--- src/rtl/agu_pkg.sv ---
package agu_pkg;
  typedef enum logic [2:0] {
    AM_BASED  = 3'd0,
    AM_BIT    = 3'd1,
    AM_REL_S  = 3'd2,
    AM_REL_L  = 3'd3,
    AM_REGIND = 3'd4,
    AM_IMM_S  = 3'd5,
    AM_IMM_L  = 3'd6,
    AM_RSVD   = 3'd7
  } agu_mode_e;

  function automatic logic is_data_mode(agu_mode_e m);
    return (m == AM_BASED) || (m == AM_BIT);
  endfunction

  function automatic logic is_branch_mode(agu_mode_e m);
    return (m == AM_REL_S) || (m == AM_REL_L) || (m == AM_REGIND);
  endfunction

  function automatic logic is_imm_mode(agu_mode_e m);
    return (m == AM_IMM_S) || (m == AM_IMM_L);
  endfunction
endpackage

--- src/rtl/agu_data_path.sv ---
module agu_data_path #(
  parameter int AW = 32,
  parameter int DW = 16
) (
  input  logic [AW-1:0] base,
  input  logic [DW-1:0] disp,
  output logic [AW-1:0] addr
);
  function automatic logic [AW-1:0] sext_disp(input logic [DW-1:0] v);
    return {{(AW-DW){v[DW-1]}}, v};
  endfunction

  assign addr = base + sext_disp(disp);
endmodule

--- src/rtl/agu_branch_path.sv ---
module agu_branch_path #(
  parameter int AW  = 32,
  parameter int FW  = 22,
  parameter int SW  = 9,
  parameter int PCB = 26
) (
  input  logic [AW-1:0] pc,
  input  logic [AW-1:0] base,
  input  logic [FW-1:0] fld,
  input  logic          sel_long,
  input  logic          sel_reg,
  output logic [AW-1:0] target
);
  localparam logic [AW-1:0] ONE     = 1;
  localparam logic [AW-1:0] PC_MASK = (ONE << PCB) - ONE - ONE;

  function automatic logic [AW-1:0] sext_short(input logic [SW-1:0] v);
    return {{(AW-SW){v[SW-1]}}, v};
  endfunction

  function automatic logic [AW-1:0] sext_long(input logic [FW-1:0] v);
    return {{(AW-FW){v[FW-1]}}, v};
  endfunction

  logic [AW-1:0] disp_ext;
  logic [AW-1:0] raw_target;

  assign disp_ext   = sel_long ? sext_long(fld) : sext_short(fld[SW-1:0]);
  assign raw_target = sel_reg ? base : (pc + disp_ext);
  assign target     = raw_target & PC_MASK;
endmodule

--- src/rtl/agu_imm_path.sv ---
module agu_imm_path #(
  parameter int AW = 32,
  parameter int SW = 5,
  parameter int LW = 16
) (
  input  logic [LW-1:0] fld,
  input  logic          zext,
  input  logic          sel_long,
  output logic [AW-1:0] imm
);
  function automatic logic [AW-1:0] ext_small(input logic [SW-1:0] v, input logic z);
    return {{(AW-SW){v[SW-1] & ~z}}, v};
  endfunction

  function automatic logic [AW-1:0] ext_large(input logic [LW-1:0] v);
    return {{(AW-LW){v[LW-1]}}, v};
  endfunction

  assign imm = sel_long ? ext_large(fld) : ext_small(fld[SW-1:0], zext);
endmodule

--- src/rtl/addr_gen_unit.sv ---
module addr_gen_unit #(
  parameter int AW  = 32,
  parameter int FW  = 22,
  parameter int DW  = 16,
  parameter int SW  = 9,
  parameter int IW  = 5,
  parameter int PCB = 26
) (
  input  logic          clk,
  input  logic          rst_n,
  input  logic          req_valid,
  input  logic [2:0]    mode_sel,
  input  logic          imm_zext,
  input  logic [AW-1:0] base_val,
  input  logic [AW-1:0] pc_val,
  input  logic [FW-1:0] field,
  output logic          out_valid,
  output logic [AW-1:0] data_addr,
  output logic [AW-1:0] next_pc,
  output logic [AW-1:0] imm_out
);
  import agu_pkg::*;

  agu_mode_e     mode_e;
  logic          data_hit;
  logic          branch_hit;
  logic          imm_hit;
  logic [AW-1:0] data_nxt;
  logic [AW-1:0] branch_nxt;
  logic [AW-1:0] imm_nxt;

  assign mode_e     = agu_mode_e'(mode_sel);
  assign data_hit   = req_valid && is_data_mode(mode_e);
  assign branch_hit = req_valid && is_branch_mode(mode_e);
  assign imm_hit    = req_valid && is_imm_mode(mode_e);

  agu_data_path #(.AW(AW), .DW(DW)) u_data (
    .base (base_val),
    .disp (field[DW-1:0]),
    .addr (data_nxt)
  );

  agu_branch_path #(.AW(AW), .FW(FW), .SW(SW), .PCB(PCB)) u_branch (
    .pc       (pc_val),
    .base     (base_val),
    .fld      (field),
    .sel_long (mode_e == AM_REL_L),
    .sel_reg  (mode_e == AM_REGIND),
    .target   (branch_nxt)
  );

  agu_imm_path #(.AW(AW), .SW(IW), .LW(DW)) u_imm (
    .fld      (field[DW-1:0]),
    .zext     (imm_zext),
    .sel_long (mode_e == AM_IMM_L),
    .imm      (imm_nxt)
  );

  always_ff @(posedge clk) begin
    if (!rst_n) begin
      out_valid <= 1'b0;
      data_addr <= '0;
      next_pc   <= '0;
      imm_out   <= '0;
    end else begin
      out_valid <= req_valid;
      if (data_hit)   data_addr <= data_nxt;
      if (branch_hit) next_pc   <= branch_nxt;
      if (imm_hit)    imm_out   <= imm_nxt;
    end
  end
endmodule

--- config.mk ---
export PLATFORM = sky130hd
export DESIGN_NAME = addr_gen_unit
export DESIGN_NICKNAME = d
export VERILOG_FILES = /design/src/rtl/agu_pkg.sv /design/src/rtl/agu_data_path.sv /design/src/rtl/agu_branch_path.sv /design/src/rtl/agu_imm_path.sv /design/src/rtl/addr_gen_unit.sv
export SDC_FILE = /design/constraint.sdc
export NUM_CORES = 1
export LEC_CHECK = 0
export BUFFER_PORTS_ARGS = -buffer_cell sky130_fd_sc_hd__buf_2
export CAP_MARGIN = 40
export CORE_MARGIN = 8
export CORE_UTILIZATION = 56
export DETAILED_ROUTE_END_ITERATION = 16
export HOLD_SLACK_MARGIN = 0.15
export PLACE_DENSITY = 0.86
export SYNTH_ARGS = -nofsm -noshare
export SYNTH_HDL_FRONTEND = slang
export SYNTH_HIERARCHICAL = 1
export SYNTH_SLANG_ARGS = --single-unit
--- constraint.sdc ---
create_clock -name clk -period 4.8 [get_ports clk]
set_input_delay 0.96 -clock clk [delete_from_list [all_inputs] [get_ports clk]]
set_output_delay 0.96 -clock clk [all_outputs]
set_load 0.1 [all_outputs]
After elaboration in Yosys (flattened, before gate mapping). Cells that the tools add are included.

Flip-flop bits (word level): 90. Bits of input ports: 93. Word-level logic and storage cells: 25.

Add/sub/neg operators: 2. Eq/ne operators: 6. Multiplexer cells: 3. Bitwise logic cells: 2. Reductions and logical operators: 8.

Operators by type and width (count): $mux 26 (2); $add 32x32->32 (1); $mux 32 (1); $add 26x26->26 (1); $eq 3x3->1 const B (3); $eq 3x2->1 const B (2); $logic_or 1x1->1 (4); $eq 3x1->1 const B (1); $logic_and 1x1->1 (3); $logic_not 3->1 (1); $and 1x1->1 (1); $not 1->1 (1).

Logic depth before layout (Yosys ltp).
Depth after elaboration: 4. Gate-level depth with buffers: 16. Gate-level depth less buffers: 14.

Cells and area by module. The synthesis kept the hierarchy.

Modules (own cells, without submodules): addr_gen_unit (times used 1, cells each 428, area an instance 3821.2 µm²); agu_branch_path (times used 1, cells each 292, area an instance 1841.8 µm²); agu_data_path (times used 1, cells each 241, area an instance 1744.2 µm²); agu_imm_path (times used 1, cells each 35, area an instance 265.3 µm²).

Least setup slack after synthesis. Ideal clock, no wire load.

Path kind: input port to flip-flop. From: in mode_sel[1]. To: reg next_pc[25]. Library setup time: 0.072 ns. Data arrival time: 3.531 ns. Data required time: 4.728 ns. Path slack: 1.197 ns. Stages: 16. Path buffers: 2. Cell sequence: nor2b_1 -> and2_1 -> nand2b_1 -> clkbuf_1 -> nand2_1 -> ha_1 -> buf_2 -> a2111oi_2 -> o211ai_1 -> o211a_1 -> o21ai_1 -> o41ai_2 -> xnor2_1 -> o21ai_1 -> nand2_1 -> mux2i_1.

Cells in the longest elaborated chain, start to end: 4. Elaborated cells between the ends (all ways): 9.

Ends and longest elaborated chain: start: declaration (RTL line addr_gen_unit.sv:12) `input logic [2:0] mode_sel,`; $eq 3x2->1 (RTL line addr_gen_unit.sv:47) `.sel_long (mode_e == AM_REL_L),`; $mux 26 (RTL line agu_branch_path.sv:28) `assign disp_ext = sel_long ? sext_long(fld) : sext_short(fld[SW-1:0]);`; $add 26x26->26 (RTL line agu_branch_path.sv:29) `assign raw_target = sel_reg ? base : (pc + disp_ext);`; $mux 26 * (RTL line agu_branch_path.sv:29); via branch_nxt[25] (RTL line addr_gen_unit.sv:29) `logic [AW-1:0] branch_nxt;`; end signal: assignment (RTL line addr_gen_unit.sv:68) `if (branch_hit) next_pc <= branch_nxt;`; end: declaration (RTL line addr_gen_unit.sv:19) `output logic [AW-1:0] next_pc,`.

Mark *: on every way through the listed nets, which the timed path passes. The rest lies on a longest branch. A chain may end at the register's enable or synchronous reset.

Worst setup path in the final report.
From: in mode_sel[1]. To: reg next_pc[24].

The elaborated chain is that of the path after synthesis.

==> flow_metrics.env <==
export IMPL_leakage_uw=0.00403
export IMPL_final_min_clock_period_ns=3.73
export IMPL_reg2reg_slack_ns=4.16
export IMPL_netlist_top_cells_area="dfxtp_1 25%, nand2_1 14%, ha_1 9.0%, mux2i_1 8.7%, a21oi_1 3.5%"
export IMPL_dp_hpwl_um=17200
export IMPL_nets=1270
export IMPL_power_density_mw_per_mm2=307
export IMPL_cts_tree="built"
export IMPL_ys_seq_area_frac=0.253
export IMPL_vias=7422
export IMPL_gr_total_overflow=0
export IMPL_swShare=0.413
export IMPL_diodes=0
export IMPL_synth_compound_area_frac=0.218
export IMPL_synth_simple_area_share=0.217
export IMPL_synth_xor_area_frac=0.0548
export IMPL_ant_nets=0
export IMPL_setup_tns_ns=0
export IMPL_hold_start="data_addr[23]"
export IMPL_clkTransAtPathRegs_ns=0.07
export IMPL_worst_slew_pin_slew_ns=0.805
export IMPL_yosys_mux_area_fraction=0.0889
export IMPL_path_class="in2reg"
export IMPL_worstPathRequired_ns=5.08
export IMPL_cts_made_buffers=9
export IMPL_whs_path_depth=2
export IMPL_grt_max_degree=90
export IMPL_min_to="data_addr[23]"
export IMPL_die_area_mm2=0.0177
export IMPL_post_cts_resize_count=0
export IMPL_yosysUniqueCellTypes=76
export IMPL_p_int_uw=1580
export IMPL_hold_path_class="reg2reg"
export IMPL_drc=0
export IMPL_vias_per_cell=5.71
export IMPL_postSynth_asyncResetShare=0
export IMPL_dieWidth_um=133
export IMPL_core_mm2=0.0133
export IMPL_p_sw_uw=1110
export IMPL_io_buffers=183
export IMPL_final_period_utilization=0.776
export IMPL_synth_top_family_by_area="compound AO/OA/AOI/OAI gates"
export IMPL_grt_util_all_layers=0.244
export IMPL_layout_drive_gt1_share=0.216
export IMPL_multi_input_area_mm2=0.00521
export IMPL_setup_viol=0
export IMPL_ios=190
export IMPL_skew_ns=0
export IMPL_die_h_um=133
export IMPL_std_cell_rows=42
export IMPL_peakVddDrop_v=0.000189
export IMPL_gp_congestion=0.931
export IMPL_synth_ff_latch_count=97
export IMPL_cp_arrival_ns=4.00
export IMPL_p_seq_frac=0.321
export IMPL_combPwrFrac=0.402
export IMPL_area_growth_pct=14.1
export IMPL_max_cap_violations=0
export IMPL_synth_top_area_frac=0.253
export IMPL_whs_ns=0.450
export IMPL_antenna_found_initial=2
export IMPL_timing_fmax_ghz=0.268
export IMPL_p_total_uw=2690
export IMPL_netlist_area_mm2=0.00767
export IMPL_synth_top_flop_cell="dfxtp_1"
export IMPL_worstReg2RegStart="data_addr[10]"
export IMPL_initial_core_util=0.577
export IMPL_critPathLaunchType="input port"
export IMPL_r2r_cells=2
export IMPL_pwr_share_clk=0.277
export IMPL_synth_edf_count=0
export IMPL_r2r_end="data_addr[10]"
export IMPL_grt_pass1_wl_um=35800
export IMPL_cts_setup_buffers=0
export IMPL_cts_hold_buf=0
export IMPL_crit_path_end_kind="register"
export IMPL_outcome="finished, final reports clean"
export IMPL_clkLatencyLatePin_ns=0.35
export IMPL_crit_fanout=10
export IMPL_postSynthCellCount=996
export IMPL_synthAdderAreaFrac=0.0949
export IMPL_yosys_area_top_type="dfxtp_1"
export IMPL_wl_per_cell_um=16.9
export IMPL_clock_root_buffer="clkbuf_16"
export IMPL_cts_sinks=97
export IMPL_rsz0062_at_grt="no"
export IMPL_clk_path_buf_depth=2
export IMPL_drtIter0Drc=754
export IMPL_firstDrtPassIters=6
export IMPL_htree_levels=3
export IMPL_final_fill_count=1165
export IMPL_worst_slew_margin_rel=0.463
export IMPL_final_max_slew_violation_count=0
export IMPL_drt_total_wl_um=22000
export IMPL_hold_violations=0
export IMPL_ys_warn_count=6
export IMPL_synth_avg_cell_area_um2=7.70
export IMPL_seq_area_mm2=0.00194
export IMPL_grt_pass1_vias=7151
[cell usage in the layout, fill, tap and decap left out, drive strengths merged, types with 8 or more instances in the layout]
master and count:
a21oi 55, ha 55, o211ai 8, nand3 15, mux2i 67, nand4 13
a21o 34, dfxtp 97, nor3 10, nand2 284, nor2 26, buf 194
xor2 24, xnor2 24, a21boi 34, o21ai 51, clkbuf 9, inv 14
[worst max-delay path by stage]
stage                     start          end  slack (ns)  depth (start not counted)
floorplan           mode_sel[1]  next_pc[25]        1.20                         16
global placement    mode_sel[1]  next_pc[23]        0.77                         14
detailed placement  mode_sel[1]  next_pc[23]        0.77                         14
CTS                 mode_sel[1]  next_pc[23]        1.13                         14
global route        mode_sel[1]  next_pc[24]        0.81                         16
finish              mode_sel[1]  next_pc[24]        1.07                         16
[synthesized netlist by cell type, types with 25 or more instances]
cell type,instances
nor2_1,26
a21boi_0,25
ha_1,55
nand2_1,283
o21ai_0,44
a21o_1,31
buf_4,34
clkbuf_1,32
mux2i_1,67
dfxtp_1,97
a21oi_1,54
[through the flow]
step                       util  worst slack, ns  instance area [µm²]  std cells
after detailed placement  0.637            0.774                 8460       1285
after global placement    0.631            0.774                 8390       1282
after floorplan               -             1.20                 7690       1002
final                     0.658             1.07                 8750       1300
after CTS                 0.658             1.13                 8750       1300
after global routing      0.658            0.814                 8750       1300
[final cells by class]
type                    instances  share of cell area
flip-flops and latches         97               0.222
clock inverters                 6             0.00757
inverters                      11             0.00472
well taps                     176              0.0252
clock buffers                   9              0.0257
repair buffers                194               0.120
multi-input cells             807               0.595
[cells by family after synthesis]
group,Yosys count
flops,97
xor+xnor,48
compound gates,239
other cells,1
fa+ha+maj,57
simple gates,388
mux,68
buf+inv,98
[state kept, by name (all words and copies together) (netlist names)]
name / count
imm_out: 32
next_pc: 32
data_addr: 32
out_valid: 1
[critical path, stage by stage]
cell and delay, ns:
buf_2 0.19, nor2b_1 0.19, and2_1 0.16, nand2b_1 0.35
buf_4 0.21, nand2_1 0.05, ha_1 0.44, nand4_1 0.16
o31ai_1 0.28, a31oi_1 0.10, a21oi_1 0.26, a31oi_1 0.14
xor2_1 0.17, o21ai_0 0.15, nand2_1 0.06, mux2i_1 0.13
[routing by layer]
layer  vias to the layer above  track usage  wire length (µm)
li1                       3682            -                 -
met1                      3379        0.295              9070
met2                       310        0.387             10000
met3                        47       0.0878              2280
met4                         4       0.0965               563
met5                         -            0                24
[power by group through the flow]
stage / Clock, µW / Combinational, µW / Sequential, µW
2_1_floorplan: 0 / 570 / 1170
3_3_place_gp: 0 / 1050 / 881
3_5_place_dp: 0 / 1060 / 883
4_1_cts: 759 / 1070 / 865
5_1_grt: 788 / 1160 / 869
6_report: 745 / 1080 / 865
No activity file was read; power rests on OpenSTA's default activity.
